`src/rtl/stw_pkg.sv`:
```
package stw_pkg;
  localparam int XW   = 32;
  localparam int RW   = 4;
  localparam logic [RW-1:0] REG_SP = 4'd13;
  localparam logic [RW-1:0] REG_PC = 4'd15;

  typedef enum logic [2:0] {
    SC_NONE   = 3'd0,
    SC_STORE  = 3'd1,
    SC_UNDEF  = 3'd2,
    SC_UNPRED = 3'd3,
    SC_ALIAS  = 3'd4
  } st_class_e;

  typedef struct packed {
    st_class_e       cls;
    logic [RW-1:0]   src;
    logic [RW-1:0]   base;
    logic [XW-1:0]   off;
    logic            pre;
    logic            add;
    logic            wb;
  } st_dec_t;

  function automatic logic [XW-1:0] stw_offs_addr(input logic [XW-1:0] b,
                                                  input logic [XW-1:0] o,
                                                  input logic          add);
    return add ? (b + o) : (b - o);
  endfunction

  function automatic logic [XW-1:0] stw_eff_addr(input logic [XW-1:0] b,
                                                 input logic [XW-1:0] o,
                                                 input logic          add,
                                                 input logic          pre);
    return pre ? stw_offs_addr(b, o, add) : b;
  endfunction
endpackage

```
`src/rtl/stw_decode.sv`:
```
module stw_decode
  import stw_pkg::*;
(
  input  logic          wide,
  input  logic [XW-1:0] word,
  output st_dec_t       dec
);
  logic [15:0]   hw;
  logic [RW-1:0] rn, rt;
  logic [2:0]    puw;
  logic [7:0]    imm8;
  logic          n_base, n_sp, w_imm12, w_imm8;
  logic          alias_hit, undef_hit, unpred_hit;

  assign hw      = word[15:0];
  assign rn      = word[19:16];
  assign rt      = word[15:12];
  assign puw     = word[10:8];
  assign imm8    = word[7:0];
  assign n_base  = !wide && (hw[15:11] == 5'b01100);
  assign n_sp    = !wide && (hw[15:11] == 5'b10010);
  assign w_imm12 = wide && (word[31:20] == 12'hF8C);
  assign w_imm8  = wide && (word[31:20] == 12'hF84) && word[11];

  // Priority inside the 8-bit wide layout: alias, undefined, unpredictable.
  assign alias_hit  = (puw == 3'b110) || (rn == REG_SP && puw == 3'b101 && imm8 == 8'd4);
  assign undef_hit  = (rn == REG_PC) || (!puw[2] && !puw[0]);
  assign unpred_hit = (rt == REG_PC) || (puw[0] && rn == rt);

  always_comb begin
    dec = '0;
    dec.cls = SC_NONE;
    if (n_base) begin
      dec.cls  = SC_STORE;
      dec.src  = {1'b0, hw[2:0]};
      dec.base = {1'b0, hw[5:3]};
      dec.off  = {{(XW-7){1'b0}}, hw[10:6], 2'b00};
      dec.pre  = 1'b1;
      dec.add  = 1'b1;
    end else if (n_sp) begin
      dec.cls  = SC_STORE;
      dec.src  = {1'b0, hw[10:8]};
      dec.base = REG_SP;
      dec.off  = {{(XW-10){1'b0}}, hw[7:0], 2'b00};
      dec.pre  = 1'b1;
      dec.add  = 1'b1;
    end else if (w_imm12) begin
      if (rn == REG_PC)      dec.cls = SC_UNDEF;
      else if (rt == REG_PC) dec.cls = SC_UNPRED;
      else begin
        dec.cls  = SC_STORE;
        dec.src  = rt;
        dec.base = rn;
        dec.off  = {{(XW-12){1'b0}}, word[11:0]};
        dec.pre  = 1'b1;
        dec.add  = 1'b1;
      end
    end else if (w_imm8) begin
      if (alias_hit)       dec.cls = SC_ALIAS;
      else if (undef_hit)  dec.cls = SC_UNDEF;
      else if (unpred_hit) dec.cls = SC_UNPRED;
      else begin
        dec.cls  = SC_STORE;
        dec.src  = rt;
        dec.base = rn;
        dec.off  = {{(XW-8){1'b0}}, imm8};
        dec.pre  = puw[2];
        dec.add  = puw[1];
        dec.wb   = puw[0];
      end
    end
  end
endmodule

```
`src/rtl/stw_agu.sv`:
```
module stw_agu
  import stw_pkg::*;
(
  input  logic [XW-1:0] base_v,
  input  logic [XW-1:0] off,
  input  logic          add,
  input  logic          pre,
  output logic [XW-1:0] addr,
  output logic [XW-1:0] upd
);
  assign upd  = stw_offs_addr(base_v, off, add);
  assign addr = stw_eff_addr(base_v, off, add, pre);
endmodule

```
`src/rtl/stw_issue.sv`:
```
module stw_issue
  import stw_pkg::*;
(
  input  logic          clk,
  input  logic          rst_n,
  input  logic          launch,
  input  st_dec_t       dec,
  input  logic [XW-1:0] base_v,
  input  logic [XW-1:0] src_v,
  input  logic          mem_ready,
  output logic          mem_req,
  output logic [XW-1:0] mem_addr,
  output logic [XW-1:0] mem_data,
  output logic          wb_en,
  output logic [RW-1:0] wb_reg,
  output logic [XW-1:0] wb_data
);
  logic [XW-1:0] agu_addr, agu_upd;
  logic          wb_q;
  logic          handshake;

  stw_agu u_agu (
    .base_v (base_v),
    .off    (dec.off),
    .add    (dec.add),
    .pre    (dec.pre),
    .addr   (agu_addr),
    .upd    (agu_upd)
  );

  assign handshake = mem_req && mem_ready;

  always_ff @(posedge clk or negedge rst_n) begin
    if (!rst_n) begin
      mem_req  <= 1'b0;
      mem_addr <= '0;
      mem_data <= '0;
      wb_q     <= 1'b0;
      wb_reg   <= '0;
      wb_data  <= '0;
    end else if (launch) begin
      mem_req  <= 1'b1;
      mem_addr <= agu_addr;
      mem_data <= src_v;
      wb_q     <= dec.wb;
      wb_reg   <= dec.base;
      wb_data  <= agu_upd;
    end else if (handshake) begin
      mem_req  <= 1'b0;
    end
  end

  assign wb_en = handshake && wb_q;

  assert_req_hold_R11: assert property (@(posedge clk) disable iff (!rst_n)
    (mem_req && !mem_ready) |=> (mem_req && $stable(mem_addr) && $stable(mem_data)));

  assert_wb_in_handshake_R12: assert property (@(posedge clk) disable iff (!rst_n)
    wb_en |-> (mem_req && mem_ready));
endmodule

```
`src/rtl/stw_store_unit.sv`:
```
module stw_store_unit
  import stw_pkg::*;
(
  input  logic          clk,
  input  logic          rst_n,
  input  logic          in_valid,
  input  logic          in_wide,
  input  logic [31:0]   in_word,
  output logic          in_ready,
  output logic          dec_valid,
  output logic [2:0]    dec_class,
  output logic [3:0]    dec_src,
  output logic [3:0]    dec_base,
  output logic [31:0]   dec_offset,
  output logic          dec_pre,
  output logic          dec_add,
  output logic          dec_wb,
  input  logic [31:0]   base_val,
  input  logic [31:0]   src_val,
  output logic          mem_req,
  output logic [31:0]   mem_addr,
  output logic [31:0]   mem_data,
  input  logic          mem_ready,
  output logic          wb_en,
  output logic [3:0]    wb_reg,
  output logic [31:0]   wb_data
);
  st_dec_t dec_c, dec_q;
  logic    accept, launch;

  stw_decode u_dec (
    .wide (in_wide),
    .word (in_word),
    .dec  (dec_c)
  );

  assign in_ready = !dec_valid && !mem_req;
  assign accept   = in_valid && in_ready;

  always_ff @(posedge clk or negedge rst_n) begin
    if (!rst_n) begin
      dec_valid <= 1'b0;
      dec_q     <= '0;
    end else begin
      dec_valid <= accept;
      if (accept) dec_q <= dec_c;
    end
  end

  assign launch     = dec_valid && (dec_q.cls == SC_STORE);
  assign dec_class  = dec_q.cls;
  assign dec_src    = dec_q.src;
  assign dec_base   = dec_q.base;
  assign dec_offset = dec_q.off;
  assign dec_pre    = dec_q.pre;
  assign dec_add    = dec_q.add;
  assign dec_wb     = dec_q.wb;

  stw_issue u_iss (
    .clk       (clk),
    .rst_n     (rst_n),
    .launch    (launch),
    .dec       (dec_q),
    .base_v    (base_val),
    .src_v     (src_val),
    .mem_ready (mem_ready),
    .mem_req   (mem_req),
    .mem_addr  (mem_addr),
    .mem_data  (mem_data),
    .wb_en     (wb_en),
    .wb_reg    (wb_reg),
    .wb_data   (wb_data)
  );

  assert_accept_latency_R9: assert property (@(posedge clk) disable iff (!rst_n)
    accept |=> dec_valid);

  assert_single_pulse_R9: assert property (@(posedge clk) disable iff (!rst_n)
    dec_valid |=> !dec_valid);

  assert_busy_blocks_R13: assert property (@(posedge clk) disable iff (!rst_n)
    (mem_req || dec_valid) |-> !in_ready);

  assert_nonstore_zero_R8: assert property (@(posedge clk) disable iff (!rst_n)
    (dec_valid && dec_class != 3'd1) |->
      (dec_offset == 32'd0 && dec_src == 4'd0 && dec_base == 4'd0 && !dec_pre && !dec_add && !dec_wb));

  assert_store_launch_R10: assert property (@(posedge clk) disable iff (!rst_n)
    (dec_valid && dec_class == 3'd1) |=> mem_req);
endmodule

```
`config.mk`:
```
export PLATFORM = sky130hd
export DESIGN_NAME = stw_store_unit
export DESIGN_NICKNAME = d
export VERILOG_FILES = /design/src/rtl/stw_pkg.sv /design/src/rtl/stw_decode.sv /design/src/rtl/stw_agu.sv /design/src/rtl/stw_issue.sv /design/src/rtl/stw_store_unit.sv
export SDC_FILE = /design/constraint.sdc
export NUM_CORES = 1
export LEC_CHECK = 0
export ABC_AREA = 1
export BUFFER_PORTS_ARGS = -buffer_cell sky130_fd_sc_hd__buf_2
export CORE_ASPECT_RATIO = 0.6
export CORE_MARGIN = 2
export CORE_UTILIZATION = 48
export DETAILED_ROUTE_END_ITERATION = 16
export PLACE_DENSITY = 0.85
export SYNTH_ARGS = -nofsm -noshare
export SYNTH_HDL_FRONTEND = slang
export SYNTH_SLANG_ARGS = --single-unit
```
`constraint.sdc`:
```
create_clock -name clk -period 2.69 [get_ports clk]
set_input_delay 0.538 -clock clk [delete_from_list [all_inputs] [get_ports clk]]
set_output_delay 0.538 -clock clk [all_outputs]
set_load 0.02 [all_outputs]
```
==> out/results.tsv <==
metric	value	unit
status	finished with violations	
failing checks	setup timing	
vias	10300	
GPL Wtd Cong	0.987	
Least-Margin Pin Slew	0.726	ns
Mapped Cells	1347	
final period utilization	1.10	
H-tree lvl count	4	
final wirelength	35200	µm
Synth Warn #	0	
wire per inst	18.2	µm
post-synth top area cell	dfrtp_1	
Max Clk Rate	338	MHz
maximum root-to-sink buffer count	2	
Die Y	108	µm
number of diodes	0	
FF+latch area	3240	µm²
die width	178	µm
clock skew	0.0150	ns
largest net degree at the start of global routing	93	
nets	1814	
total gr overflow	0	
synth unique cells	41	
Post-synth EDFFs	0	
worst path buffer plus inverter count	4	
share of cells above drive strength 1	0.378	
Initial DRC Count	1209	
Clock Sinks	129	
total CTS buffers	17	
cell mode on critical path	nand2_1	
top post-synthesis cells by area	dfrtp_1 37%, nand2_1 26%, inv_1 7.6%, nor2_1 5.0%, ha_1 4.7%	
fin area	12800	µm²
Min-Delay Path Depth	3	
Pwr Total	13.1	mW
Detailed Place HPWL	24500	µm
max-cap check violation count	0	
placed cell count	1870	
pre-CTS setup slack	-0.322	ns
Synth Cell Area	8700	µm²
Setup CP Type	flop to flop	
post-synth top area share	0.371	
initial antenna violation count	0	
Pwr Density	1020	nW/µm²
first-pass GRT wire length	48900	µm
Peak supply drop	0.856	mV
non-filler cells, final	1932	
worst reg-to-reg path cell count	21	
ys async rst share	1.00	
number of buffers added on ports	230	
crit-path cells	inv_4 -> nand3_4 -> nor2_4 -> inv_2 -> buf_4 -> nor2_1 -> nor2_1 -> xor2_1 -> ha_4 -> nand2_1 -> nand2_1 -> inv_1 -> nand2_4 -> a21oi_4 -> nand2_4 -> nand2_2 -> nand2_1 -> nand2_1 -> nand3_1 -> nand2_1 -> nand2_1	
Startpoint Class	flop	
all-layer global routing usage	0.337	
Arr. time, crit path	3.28	ns
delay-heaviest family, CP	simple AND/OR/NAND/NOR gates	
final hold violation count	0	
io pins	251	
Rows	38	
CP max-delay cell	dfrtp_2	
Final WS setup	-0.268	ns
Slew Limit Fails	0	
worst min-delay path class	input port to flop	
worst endpoint required time	3.02	ns
Final min period	2.96	ns
First-pass DRT Iterations	7	
Starting Density	0.485	
via density per instance	5.33	
Regs by FF count	u_iss.mem_addr (32), u_iss.mem_data (32), u_iss.wb_data (32)	
Seq/Total Area, Yosys	0.371	
biggest cell delay along the critical path	0.42	ns
unrepaired setup endpoints after global routing	yes	
slew margin rel.	0.516	
CP endpoint kind	flop	
clk root buf	clkbuf_16	
flops & latches, synth	129	
crit-path max FO	4	
footprint of the multi-input gates	5840	µm²
Core Region	17900	µm²
Syn-to-layout area delta	47.0	%
most common cell after layout, fill and taps aside	nand2_1	
setup TNS	-6.09	ns
die area	19300	µm²
drc violations	0	
Filler cells	1414	
DRT antenna net count	0	
Stages on worst setup path	21	
Setup-failing EPs final	43	
Worst-Skew Late Latency	0.44	ns
Leak	7.40	nW
most frequent cells in the layout	502 x nand2_1, 229 x buf_2, 154 x inv_1	
clock-pin slew on the worst setup and hold paths	0.07	ns
Mean Syn Cell Area	6.46	µm²
number of global-route vias before repair	8990	
Primary FF master, synth	dfrtp_1	
CTS tree	yes	
Placement Cell Area	10700	µm²
-- worst register-to-register path, cell delays in order (launching register included) --
cell and delay, ns:
dfrtp_2 0.42, inv_4 0.09, nand3_4 0.09, nor2_4 0.15, inv_2 0.08, buf_4 0.15
nor2_1 0.11, nor2_1 0.07, xor2_1 0.25, ha_4 0.30, nand2_1 0.07, nand2_1 0.10
inv_1 0.12, nand2_4 0.09, a21oi_4 0.22, nand2_4 0.10, nand2_2 0.09, nand2_1 0.06
nand2_1 0.10, nand3_1 0.08, nand2_1 0.07, nand2_1 0.04
-- path summary, 6_finish.rpt --
| kind | startpoint | to | slack [ns] |
|---|---|---|---|
| max in group asynchronous | rst_n | dec_pre | 1.51 |
| worst min-delay path | src_val[20] | u_iss.mem_data[20] | 0.30 |
| worst max-delay path | dec_offset[1] | u_iss.mem_addr[30] | -0.27 |
| worst max register to register | dec_offset[1] | u_iss.mem_addr[30] | -0.27 |
| worst min register to register | u_iss.mem_data[2] | u_iss.mem_data[2] | 0.46 |
| min in group asynchronous | rst_n | u_iss.mem_data[29] | 0.52 |
-- cell type report --
class,count,share of cell area
multi-input combinational,1001,0.456
sequential,129,0.253
timing repair buffer,353,0.167
inverter,177,0.0539
clock buffer,17,0.0333
tap,240,0.0235
clock inverter,15,0.0129
-- power by group --
group          internal [mW]  leakage [nW]  switching [mW]  total [mW]
registers               2.73          1.60           0.602        3.33
logic                   2.69          5.52            4.74        7.43
clock network           1.25         0.287            1.07        2.32
total                   6.67          7.40            6.42        13.1
-- synth_stat cells (2+ instances only) --
| library cell | number |
|---|---|
| nor2_1 | 115 |
| dfrtp_1 | 129 |
| a21o_1 | 2 |
| nor2_2 | 6 |
| nand3_1 | 65 |
| buf_4 | 21 |
| buf_2 | 4 |
| xnor2_1 | 12 |
| a21oi_1 | 51 |
| nand2_1 | 598 |
| a31oi_1 | 8 |
| a22oi_1 | 2 |
| and3_1 | 3 |
| and2_1 | 3 |
| o211ai_1 | 9 |
| o31ai_1 | 2 |
| nor3_1 | 4 |
| o22ai_1 | 4 |
| nand4_1 | 14 |
| xor2_1 | 11 |
| ha_1 | 33 |
| clkbuf_1 | 25 |
| buf_1 | 8 |
| inv_1 | 176 |
| o21a_1 | 3 |
| o21ai_0 | 24 |
-- repair_timing --
action                                  in CTS  in global routing
setup buffers                               13                 16
endpoints found under the setup margin      49                 53
pin swaps                                   29                 77
resized for setup                           94                228
hold buffers                                 1                  0
hold endpoints to repair                    17                  0
-- per-layer routing --
metal / track usage / wire length [µm] / vias up
li1: - / - / 4775
met1: 0.509 / 15100 / 4772
met2: 0.452 / 14300 / 670
met3: 0.130 / 4790 / 86
met4: 0.0638 / 876 / 0
met5: 0 / 0 / -
-- kinds of logic after synthesis --
logic type / count (synthesis) / share of synthesized area
buffers and inverters: 236 / 0.112
AOI/OAI and AO/OA: 108 / 0.0702
DFF: 129 / 0.371
other: 1 / 0.000431
and+or+nand+nor: 816 / 0.373
xor gates and xnor gates: 23 / 0.0231
adders and majority gates: 34 / 0.0497
-- metrics by stage --
step / hold WS [ns] / util
6_report: 0.296 / 0.714
5_1_grt: 0.307 / 0.714
2_1_floorplan: 0.242 / -
4_1_cts: 0.285 / 0.653
3_5_place_dp: 0.437 / 0.595
3_3_place_gp: 0.431 / 0.595
Note: power is estimated with default switching activity, not from simulation.
